===== config.mk =====
export PLATFORM = sky130hd
export DESIGN_NAME = grp_irq_ctrl
export DESIGN_NICKNAME = d
export VERILOG_FILES = /design/src/rtl/grp_irq_pkg.sv /design/src/rtl/grp_irq_pend.sv /design/src/rtl/grp_irq_arb.sv /design/src/rtl/grp_irq_stack.sv /design/src/rtl/grp_irq_ctrl.sv
export SDC_FILE = /design/constraint.sdc
export NUM_CORES = 1
export LEC_CHECK = 0
export BUFFER_PORTS_ARGS = -buffer_cell sky130_fd_sc_hd__buf_2
export CORE_MARGIN = 4
export CORE_UTILIZATION = 50
export DETAILED_ROUTE_END_ITERATION = 16
export MAX_ROUTING_LAYER = met4
export PLACE_DENSITY = 0.8
export SKIP_LAST_GASP = 1
export SLEW_MARGIN = 20
export SYNTH_ARGS = -nofsm -noshare
export SYNTH_HDL_FRONTEND = slang
export SYNTH_SLANG_ARGS = --single-unit

===== constraint.sdc =====
create_clock -name clk -period 5.9 [get_ports clk]
set_clock_uncertainty 0.2 [all_clocks]
set_input_delay 0.59 -clock clk [delete_from_list [all_inputs] [get_ports clk]]
set_output_delay 0.59 -clock clk [all_outputs]
set_load 0.005 [all_outputs]

===== src/rtl/grp_irq_pkg.sv =====
`timescale 1ns/1ps
package grp_irq_pkg;
  // width of the group field inside a vector
  localparam int GRP_W = 2;

  // control register commands
  typedef enum logic [7:0] {
    CMD_ADVANCE = 8'h20,
    CMD_WIPE    = 8'h10
  } ctl_cmd_e;

  // group field of a vector with IW index bits
  function automatic logic [GRP_W-1:0] vec_group(input logic [7:0] vec, input int iw);
    return GRP_W'(vec >> iw);
  endfunction
endpackage


===== src/rtl/grp_irq_pend.sv =====
`timescale 1ns/1ps
module grp_irq_pend #(
  parameter int NREQ = 24
) (
  input  logic            clk,
  input  logic            rst_n,
  input  logic [NREQ-1:0] req,
  input  logic [NREQ-1:0] mask,
  input  logic [NREQ-1:0] clr_mask,
  input  logic            clr_all,
  output logic [NREQ-1:0] pend_q
);
  logic [NREQ-1:0] set_bits;
  assign set_bits = req & mask;

  always_ff @(posedge clk or negedge rst_n) begin
    if (!rst_n)       pend_q <= '0;
    else if (clr_all) pend_q <= '0;
    else              pend_q <= (pend_q & ~clr_mask) | set_bits;
  end

  // winning bit drops unless re-requested in the same cycle
  assert_win_drop_R4: assert property (@(posedge clk) disable iff (!rst_n)
    ((|clr_mask) && !clr_all) |=> ((pend_q & $past(clr_mask & ~set_bits)) == '0));

  assert_wipe_pending_R11: assert property (@(posedge clk) disable iff (!rst_n)
    clr_all |=> (pend_q == '0));
endmodule


===== src/rtl/grp_irq_arb.sv =====
`timescale 1ns/1ps
module grp_irq_arb
  import grp_irq_pkg::*;
#(
  parameter int NGRP  = 3,
  parameter int GSIZE = 8,
  localparam int IDX_W = $clog2(GSIZE),
  localparam int NREQ  = NGRP * GSIZE
) (
  input  logic             clk,
  input  logic             rst_n,
  input  logic [NREQ-1:0]  pend,
  input  logic             adv,
  input  logic             clr_all,
  output logic             win_v,
  output logic [GRP_W-1:0] win_g,
  output logic [IDX_W-1:0] win_i
);
  // rotating search: returns {found, index}
  function automatic logic [IDX_W:0] rr_pick(input logic [GSIZE-1:0] r,
                                             input logic [IDX_W-1:0] ptr);
    logic [IDX_W:0] res;
    res = '0;
    for (int k = GSIZE - 1; k >= 0; k--) begin
      int unsigned j;
      j = (int'(ptr) + k) % GSIZE;
      if (r[j]) res = {1'b1, IDX_W'(j)};
    end
    return res;
  endfunction

  function automatic logic [IDX_W-1:0] next_idx(input logic [IDX_W-1:0] i);
    return IDX_W'((int'(i) + 1) % GSIZE);
  endfunction

  logic [IDX_W-1:0] rr_q  [NGRP];
  logic             g_hit [NGRP];
  logic [IDX_W-1:0] g_idx [NGRP];

  for (genvar g = 0; g < NGRP; g++) begin : g_grp
    logic [IDX_W:0] pick;
    assign pick     = rr_pick(pend[g*GSIZE +: GSIZE], rr_q[g]);
    assign g_hit[g] = pick[IDX_W];
    assign g_idx[g] = pick[IDX_W-1:0];

    always_ff @(posedge clk or negedge rst_n) begin
      if (!rst_n)                                  rr_q[g] <= '0;
      else if (clr_all)                            rr_q[g] <= '0;
      else if (adv && win_g == GRP_W'(g))          rr_q[g] <= next_idx(win_i);
    end
  end

  // fixed priority across groups, group 0 highest
  always_comb begin
    win_v = 1'b0;
    win_g = '0;
    win_i = '0;
    for (int g = NGRP - 1; g >= 0; g--) begin
      if (g_hit[g]) begin
        win_v = 1'b1;
        win_g = GRP_W'(g);
        win_i = g_idx[g];
      end
    end
  end

  assert_win_pending_R2: assert property (@(posedge clk) disable iff (!rst_n)
    win_v |-> pend[int'(win_g)*GSIZE + int'(win_i)]);
endmodule


===== src/rtl/grp_irq_stack.sv =====
`timescale 1ns/1ps
module grp_irq_stack #(
  parameter int DEPTH = 3,
  parameter int VEC_W = 5,
  localparam int SP_W = $clog2(DEPTH + 1)
) (
  input  logic             clk,
  input  logic             rst_n,
  input  logic             push,
  input  logic             pop,
  input  logic             clr,
  input  logic [VEC_W-1:0] din,
  output logic [VEC_W-1:0] top,
  output logic             empty,
  output logic             full
);
  logic [VEC_W-1:0] mem [DEPTH];
  logic [SP_W-1:0]  sp_q;

  assign empty = (sp_q == '0);
  assign full  = (sp_q == SP_W'(DEPTH));

  always_ff @(posedge clk or negedge rst_n) begin
    if (!rst_n)      sp_q <= '0;
    else if (clr)    sp_q <= '0;
    else if (push)   sp_q <= sp_q + 1'b1;
    else if (pop)    sp_q <= sp_q - 1'b1;
  end

  for (genvar e = 0; e < DEPTH; e++) begin : g_ent
    always_ff @(posedge clk or negedge rst_n) begin
      if (!rst_n)                              mem[e] <= '0;
      else if (push && sp_q == SP_W'(e))       mem[e] <= din;
    end
  end

  always_comb begin
    top = '0;
    for (int e = 0; e < DEPTH; e++)
      if (sp_q == SP_W'(e + 1)) top = mem[e];
  end

  // one entry per group with strictly rising rank: never fills up
  assert_no_overflow_R7: assert property (@(posedge clk) disable iff (!rst_n)
    push |-> !full);
endmodule


===== src/rtl/grp_irq_ctrl.sv =====
`timescale 1ns/1ps
module grp_irq_ctrl
  import grp_irq_pkg::*;
#(
  parameter int NGRP  = 3,
  parameter int GSIZE = 8,
  localparam int IDX_W = $clog2(GSIZE),
  localparam int VEC_W = GRP_W + IDX_W,
  localparam int NREQ  = NGRP * GSIZE
) (
  input  logic             clk,
  input  logic             rst_n,
  input  logic [NREQ-1:0]  irq_req,
  input  logic [NREQ-1:0]  irq_mask,
  input  logic             preempt_en,
  input  logic             busint_en,
  input  logic             host_rd_isr,
  input  logic             host_ctl_wr,
  input  logic [7:0]       host_ctl_data,
  output logic [VEC_W-1:0] isr_out,
  output logic             irq_trig,
  output logic             bus_irq_n
);
  // named internal events
  logic             clr_all, ack, isr_free;
  logic             win_v, pop_ev, push_ev, take_free, take;
  logic [GRP_W-1:0] win_g, cur_grp, top_grp;
  logic [IDX_W-1:0] win_i;
  logic [VEC_W-1:0] win_vec, stk_top;
  logic             stk_empty, stk_full;
  logic [NREQ-1:0]  pend_q, clr_mask;
  logic             isr_valid;
  logic [VEC_W-1:0] isr_vec;

  assign clr_all = host_ctl_wr && (host_ctl_data == CMD_WIPE);
  assign ack     = !clr_all &&
                   (host_rd_isr || (host_ctl_wr && host_ctl_data == CMD_ADVANCE));
  assign isr_free = !isr_valid || ack;

  assign win_vec = {win_g, win_i};
  assign cur_grp = vec_group(8'(isr_vec), IDX_W);
  assign top_grp = vec_group(8'(stk_top), IDX_W);

  assign pop_ev    = !clr_all && isr_free && !stk_empty && !(win_v && win_g < top_grp);
  assign take_free = !clr_all && isr_free && !pop_ev && win_v;
  assign push_ev   = !clr_all && !isr_free && preempt_en && win_v && (win_g < cur_grp);
  assign take      = take_free || push_ev;

  always_comb begin
    clr_mask = '0;
    if (take) clr_mask[int'(win_g)*GSIZE + int'(win_i)] = 1'b1;
  end

  grp_irq_pend #(.NREQ(NREQ)) u_pend (
    .clk, .rst_n, .req(irq_req), .mask(irq_mask),
    .clr_mask, .clr_all, .pend_q
  );

  grp_irq_arb #(.NGRP(NGRP), .GSIZE(GSIZE)) u_arb (
    .clk, .rst_n, .pend(pend_q), .adv(take), .clr_all,
    .win_v, .win_g, .win_i
  );

  grp_irq_stack #(.DEPTH(NGRP), .VEC_W(VEC_W)) u_stk (
    .clk, .rst_n, .push(push_ev), .pop(pop_ev), .clr(clr_all),
    .din(isr_vec), .top(stk_top), .empty(stk_empty), .full(stk_full)
  );

  always_ff @(posedge clk or negedge rst_n) begin
    if (!rst_n) begin
      isr_valid <= 1'b0;
      isr_vec   <= '1;
      irq_trig  <= 1'b0;
    end else if (clr_all) begin
      isr_valid <= 1'b0;
      irq_trig  <= 1'b0;
    end else begin
      irq_trig <= take || pop_ev;
      if (pop_ev) begin
        isr_valid <= 1'b1;
        isr_vec   <= stk_top;
      end else if (take) begin
        isr_valid <= 1'b1;
        isr_vec   <= win_vec;
      end else if (isr_free) begin
        isr_valid <= 1'b0;
      end
    end
  end

  assign isr_out   = isr_valid ? isr_vec : '1;
  assign bus_irq_n = ~(busint_en & irq_trig);

  assert_trig_loaded_R4: assert property (@(posedge clk) disable iff (!rst_n)
    irq_trig |-> isr_valid);

  assert_hold_R6: assert property (@(posedge clk) disable iff (!rst_n)
    (isr_valid && !preempt_en && !ack && !clr_all) |=> ($stable(isr_vec) && isr_valid));

  assert_push_rank_R7: assert property (@(posedge clk) disable iff (!rst_n)
    push_ev |=> (cur_grp < top_grp));

  assert_push_pop_excl_R8: assert property (@(posedge clk) disable iff (!rst_n)
    $onehot0({push_ev, pop_ev}));

  assert_wipe_isr_R11: assert property (@(posedge clk) disable iff (!rst_n)
    clr_all |=> (!isr_valid && !irq_trig));

  assert_stack_unused_R6: assert property (@(posedge clk) disable iff (!rst_n)
    (!preempt_en && stk_empty && !clr_all) |=> stk_empty);

  // full flag only observed by the checker
  logic unused_full;
  assign unused_full = stk_full;
endmodule


## Word level (Yosys, flattened, before mapping)

Cells that the tools add are included.

- Input port bits: 62
- Register bits after elaboration: 57
- Output and inout port bits: 7

- Order comparisons: 28
- Reductions and logical operators: 60
- Bitwise gates (word level): 28
- Add/subtract/negate cells: 25
- Muxes and demuxes: 105
- Eq/ne operators: 7

Operators by type and width:

| operator | number |
|---|---|
| < comparator 32 x 4 -> 1 bit, second input constant | 21 |
| 2-to-1 mux 4 bit | 24 |
| binary-select mux 1 bit (select 3 bit) | 24 |
| OR reduction 3 bit | 21 |
| bitwise AND 24 bit | 2 |
| 2-to-1 mux 24 bit | 2 |
| adder 3 bit, second input constant | 12 |
| 2-to-1 mux 1 bit | 33 |
| 2-to-1 mux 5 bit | 6 |
| 2-to-1 mux 3 bit | 9 |
| inverter 24 bit | 1 |
| OR 24 bit | 1 |
| bitwise AND 1 bit, first input constant | 21 |
| logical AND 1 bit | 20 |
| adder 3 x 2 -> 3 bit, second input constant | 6 |
| adder 3 x 1 -> 3 bit, second input constant | 4 |
| < comparator 3 x 4 -> 1 bit, second input constant | 3 |
| 2-to-1 mux 2 bit | 6 |
| equality test 8 x 5 -> 1 bit, second input constant | 1 |
| equality test 8 x 6 -> 1 bit, second input constant | 1 |
| nonzero test 2 bit | 4 |
| adder 5 x 3 -> 6 bit | 1 |
| equality test 2 bit, second input constant | 3 |
| greater-or-equal comparator 6 x 1 -> 1 bit, second input constant | 1 |
| 14 further kinds | 26 |

## Depth between registers and ports, before layout

- Depth after elaboration: 29
- Depth in mapped cells: 20
- Mapped depth without buffers: 16

## Cells and area by module

Synthesis repeated with hierarchy kept, for this count alone.

- Cell total of the unflattened synthesis: 565
- Area, all modules: 5248.8 um^2

By module, submodules not included:

| module | area each (um^2) | instances | cells each | sequential area each (um^2) |
|---|---|---|---|---|
| grp_irq_arb | 2651.3 | 1 | 302 | 225.2 |
| grp_irq_pend | 983.4 | 1 | 98 | 600.6 |
| grp_irq_stack | 833.3 | 1 | 70 | 425.4 |
| grp_irq_ctrl | 780.7 | 1 | 95 | 181.4 |

## Least setup slack after synthesis

Ideal clock, no wire load.

- Kind: register -> register
- From: reg u_arb.rr_q[4] (netlist bit)
- To: reg u_arb.rr_q[0] (netlist bit)
- Data arrival time: 4.616 ns
- Buffers on the path: 3
- Slack: 1.014 ns
- Period minus slack after synthesis: 4.886 ns
- Cell stages (with the launch flop): 19
- Required time: 5.630 ns
- Cell sequence: dfrtp_1 clkbuf_1 buf_2 inv_1 ha_1 mux4_2 mux2_2 or4_4 nor3_4 inv_1 nor3_4 ha_1 and3b_1 and2_1 a311o_1 buf_6 o311a_4 mux2_4 nor2_2

- Longest elaborated chain between the ends: 23
- Elaborated cells on any way between the ends: 54
- Those cells by class: 8 x add/sub; 2 x order compare; 1 x eq/ne; 32 x mux; 11 x reduce/logical

RTL lines:

| item | RTL line | RTL |
|---|---|---|
| start, declared | grp_irq_arb.sv:36 | `logic [IDX_W-1:0] rr_q [NGRP];` |
| start signal, assigned by index | grp_irq_arb.sv:49 | `else if (adv && win_g == GRP_W'(g)) rr_q[g] <= next_idx(win_i);` |
| adder 3 bit | grp_irq_arb.sv:26 | `j = (int'(ptr) + k) % GSIZE;` |
| binary-select mux 1 bit (select 3 bit) | grp_irq_arb.sv:27 | `if (r[j]) res = {1'b1, IDX_W'(j)};` |
| 2-to-1 mux 1 bit (not written as such) | grp_irq_arb.sv:27 |  |
| 2-to-1 mux 4 bit (7 in series) | grp_irq_arb.sv:27 |  |
| 2-to-1 mux 4 bit (*) | grp_irq_arb.sv:27 |  |
| 2-to-1 mux 2 bit (2 in series) | grp_irq_arb.sv:59 | `if (g_hit[g]) begin` |
| < comparator 2 bit | grp_irq_ctrl.sv:44 | `assign pop_ev = !clr_all && isr_free && !stk_empty && !(win_v && win_g < top_grp);` |
| logical AND 1 bit | grp_irq_ctrl.sv:44 |  |
| zero test 1 bit | grp_irq_ctrl.sv:44 |  |
| logical AND 1 bit | grp_irq_ctrl.sv:44 |  |
| zero test 1 bit | grp_irq_ctrl.sv:45 | `assign take_free = !clr_all && isr_free && !pop_ev && win_v;` |
| logical AND 1 bit (2 in series) | grp_irq_ctrl.sv:45 |  |
| logical OR 1 bit | grp_irq_ctrl.sv:47 | `assign take = take_free \|\| push_ev;` |
| logical AND 1 bit | grp_irq_arb.sv:49 |  |
| nonzero test 2 bit (no source line) | n/a |  |

Every way passes the cells marked *; elsewhere a longest branch is shown, timed or not. The select of a mux whose other input is x is not followed.
A chain may end at the register's enable or synchronous reset.

## Final worst setup path

- From: reg u_arb.rr_q[3] (netlist bit)
- To: reg u_pend.pend_q[23]

- Longest elaborated chain between the ends: 26
- Elaborated cells on any way between the ends: 59
- Those cells by class: 8 x add/sub; 4 x order compare; 34 x mux; 3 x bitwise; 10 x reduce/logical

RTL lines:

| item | RTL line | RTL |
|---|---|---|
| adder 3 bit | grp_irq_arb.sv:26 |  |
| binary-select mux 1 bit (select 3 bit) | grp_irq_arb.sv:27 |  |
| 2-to-1 mux 1 bit (not written as such) | grp_irq_arb.sv:27 |  |
| 2-to-1 mux 4 bit (7 in series) | grp_irq_arb.sv:27 |  |
| 2-to-1 mux 4 bit (*) | grp_irq_arb.sv:27 |  |
| branches (longest 10 deep; another with adder 5 x 3 -> 6 bit) | n/a |  |
| 2-to-1 mux 24 bit (*) | grp_irq_ctrl.sv:51 | `if (take) clr_mask[int'(win_g)*GSIZE + int'(win_i)] = 1'b1;` |
| inverter 24 bit (*) | grp_irq_pend.sv:19 | `else pend_q <= (pend_q & ~clr_mask) \| set_bits;` |
| bitwise AND 24 bit (*) | grp_irq_pend.sv:19 |  |
| OR 24 bit (*) | grp_irq_pend.sv:19 |  |
| 2-to-1 mux 24 bit (*) | grp_irq_pend.sv:18 | `else if (clr_all) pend_q <= '0;` |
| end signal, assigned | grp_irq_pend.sv:19 |  |
| end, declared | grp_irq_pend.sv:11 | `output logic [NREQ-1:0] pend_q` |

Every way passes the cells marked *. The select of a mux whose other input is x is not followed.

==> flow_summary.json <==
{
  "rsz0062_at_grt": "false",
  "port-buffer-count": 68,
  "worstMarginPinSlew_ps": 1030,
  "grt_pass1_wl_mm": 24.8,
  "combPwrFrac": 0.556,
  "tritoncts": "built",
  "antenna_found_initial": 0,
  "ys_warn_count": 0,
  "wl_mm": 15.0,
  "max_stage_delay_ps": 640,
  "r2r_slack_ps": 560,
  "final_cell_mix": "68 x buf_2, 62 x nand2_1, 55 x a21oi_1",
  "p_switching_mw": 1.13,
  "final.period_utilization": 0.906,
  "hpwl_mm": 11.4,
  "cts_max_level": 3,
  "tns_ps": 0,
  "critical-path-top-delay-family": "simple AND/OR/NAND/NOR gates",
  "critPathLaunchType": "flip-flop",
  "clk_pin_slew_ps": 50,
  "setup_viol": 0,
  "nets": 727,
  "area_delta_synth_final_pct": 12.7,
  "netlist.area_leader.share": 0.230,
  "synth_cells": 594,
  "vias_per_cell": 6.54,
  "synthTopCellsByArea": "dfrtp_1 23%, mux4_2 13%, mux2i_1 6.6%",
  "min_period_ps": 5340,
  "clk_latency_ps": 320,
  "r2r_cells": 15,
  "fin_ws_ps": 557,
  "grt_usage": 0.239,
  "floorplan.initialDensity": 0.517,
  "mappedNetlistNets": 672,
  "syn-mean-instance-area_sq_um": 9.51,
  "power.internal_mw": 1.52,
  "slew_violations": 0,
  "synthDistinctLibCells": 78,
  "route.detailed.drc": 0,
  "numClockSinks": 57,
  "drive_above_1_share": 0.280,
  "critPathArrivalTime_ps": 5300,
  "p_sw_frac": 0.427,
  "ys_dominant_reg_cell": "dfrtp_1",
  "overflow": 0,
  "cts_root_buf": "clkbuf_16",
  "cts_buffer_depth": 2,
  "cts_resized": 0,
  "ir_drop_v": 0.000320,
  "cts_buffers": 9,
  "diodes": 0,
  "final_common_cell": "buf_2",
  "dp.cells": 778,
  "ys_seq_elements": 57,
  "fmax_ghz": 0.187,
  "gp_congestion": 0.930,
  "status": "completed",
  "first_iter_violations": 490,
  "cap_violations": 0,
  "die-area_sq_mm": 0.0131,
  "die_h_um": 114,
  "synthArstFlopShare": 1.00,
  "hold_viol": 0,
  "critPathCaptureType": "flip-flop",
  "ant_nets": 0,
  "crit_slowest_cell": "ha_1",
  "powerDensity_mw_per_mm2": 417,
  "first_global_vias": 5051,
  "final_cells": 793,
  "path_cells": "clkinv_1 -> ha_1 -> mux4_2 -> mux2_2 -> or4_4 -> nor3_4 -> inv_1 -> nor3_4 -> ha_1 -> inv_1 -> and2_1 -> a311o_1 -> o311ai_2 -> o31ai_1 -> a21oi_1",
  "critPathMaxFanout": 12,
  "core_sq_mm": 0.0109,
  "cts_setup_buffers": 0,
  "drt-pass1-iter-count": 6,
  "grt_max_degree": 58,
  "ioPinCount": 69,
  "path_class": "reg -> reg",
  "reg2reg_from": "u_arb.rr_q[3]",
  "maxSlewHeadroom": 0.312,
  "rows": 38,
  "dr_total_vias": 5190,
  "clockPowerShare": 0.193,
  "wl_per_cell_um": 18.9,
  "synth_area_sq_mm": 0.00565,
  "die_w_um": 114,
  "synth_edf_count": 0,
  "hold_class": "in -> async",
  "critPathBufInv": 3,
  "seqPwrFrac": 0.251,
  "leakage_nw": 2.55,
  "synth_area_leader_cell": "dfrtp_1",
  "cts_hold_buf": 0,
  "place_ws_ps": 622,
  "required_ps": 5850,
  "timing.rr.end": "u_pend.pend_q[23]",
  "fillers": 946,
  "yosysSeqAreaShare": 0.253
}
## how the worst max path moves through the flow
stage / from / end / slack [ps] / cells past startpoint
detailed placement: u_arb.rr_q[3] / u_pend.pend_q[23] / 620 / 15
CTS: u_arb.rr_q[3] / u_pend.pend_q[23] / 600 / 15
global route: u_arb.rr_q[3] / u_pend.pend_q[23] / 190 / 15
finish: u_arb.rr_q[3] / u_pend.pend_q[23] / 560 / 15
floorplan: u_arb.rr_q[4] / u_arb.rr_q[0] / 1010 / 18
global placement: u_arb.rr_q[3] / u_pend.pend_q[23] / 780 / 15
## synthesized netlist by cell type, types with 8 or more instances
cell and count:
mux2i_1 37, nor2b_1 12, o21ai_0 27, a311oi_1 9, o31ai_1 9, buf_2 13, inv_1 25, mux2_2 19
nand2_1 62, mux4_2 33, nor3_1 8, nand2b_1 12, and2_1 8, nor2_1 29, a21oi_1 55, ha_1 16
dfrtp_1 52, clkbuf_1 11, mux2_4 16
## per-layer routing
metal | vias to the layer above | part of all wire | global-route usage
met2 | 247 | 0.50 | 0.398
met4 | 0 | 0.015 | 0.0633
met1 | 2536 | 0.41 | 0.306
li1 | 2385 | - | -
met3 | 22 | 0.073 | 0.0349
met5 | - | 0 | -
## power by group through the flow
| stage | clock (mW) | sequential [mW] | combinational (mW) |
|---|---|---|---|
| 2_1_floorplan | 0 | 0.610 | 1.14 |
| 3_3_place_gp | 0 | 0.659 | 1.40 |
| 3_5_place_dp | 0 | 0.667 | 1.45 |
| 4_1_cts | 0.515 | 0.664 | 1.46 |
| 5_1_grt | 0.537 | 0.689 | 1.61 |
| 6_report | 0.511 | 0.666 | 1.48 |
## metrics by stage
stage / hold WS, ps / area (sq um) / power, mW / utilization
after floorplan: 94.4 / 5650 / 1.75 / -
after global placement: 293 / 6070 / 2.06 / 0.555
after detailed placement: 294 / 6070 / 2.12 / 0.555
after CTS: 231 / 6370 / 2.64 / 0.582
after global routing: 269 / 6370 / 2.84 / 0.582
final: 204 / 6370 / 2.65 / 0.582
## final cells by class
cell class / instances / area [sq um] / share of cell area
clock inverters: 5 / 56.3 / 0.00884
clock buffers: 10 / 239 / 0.0375
repair buffers: 77 / 408 / 0.0641
well taps: 140 / 175 / 0.0275
inverters: 26 / 97.6 / 0.0153
multi-input cells: 478 / 3960 / 0.622
flip-flops and latches: 57 / 1430 / 0.225
## flip-flops by register name, summed over array words and instances, names as in the netlist
name           count
isr_vec            5
u_pend.pend_q     24
isr_valid          1
u_stk.sp_q         2
irq_trig           1
u_arb.rr_q         9
u_stk.mem         15
## logic make-up (layout without fill, tap and decap cells)
logic type                 after synthesis  after routing  share of synthesized area
AOI/OAI and AO/OA                      179            179                      0.214
and+or+nand+nor                        165            165                      0.151
muxes                                  106            106                      0.281
buffers and inverters                   59            118                     0.0460
DFF                                     57             57                      0.253
adders and majority gates               16             16                     0.0354
xor gates and xnor gates                12             12                     0.0186
Power figures use the tool's default switching activity.
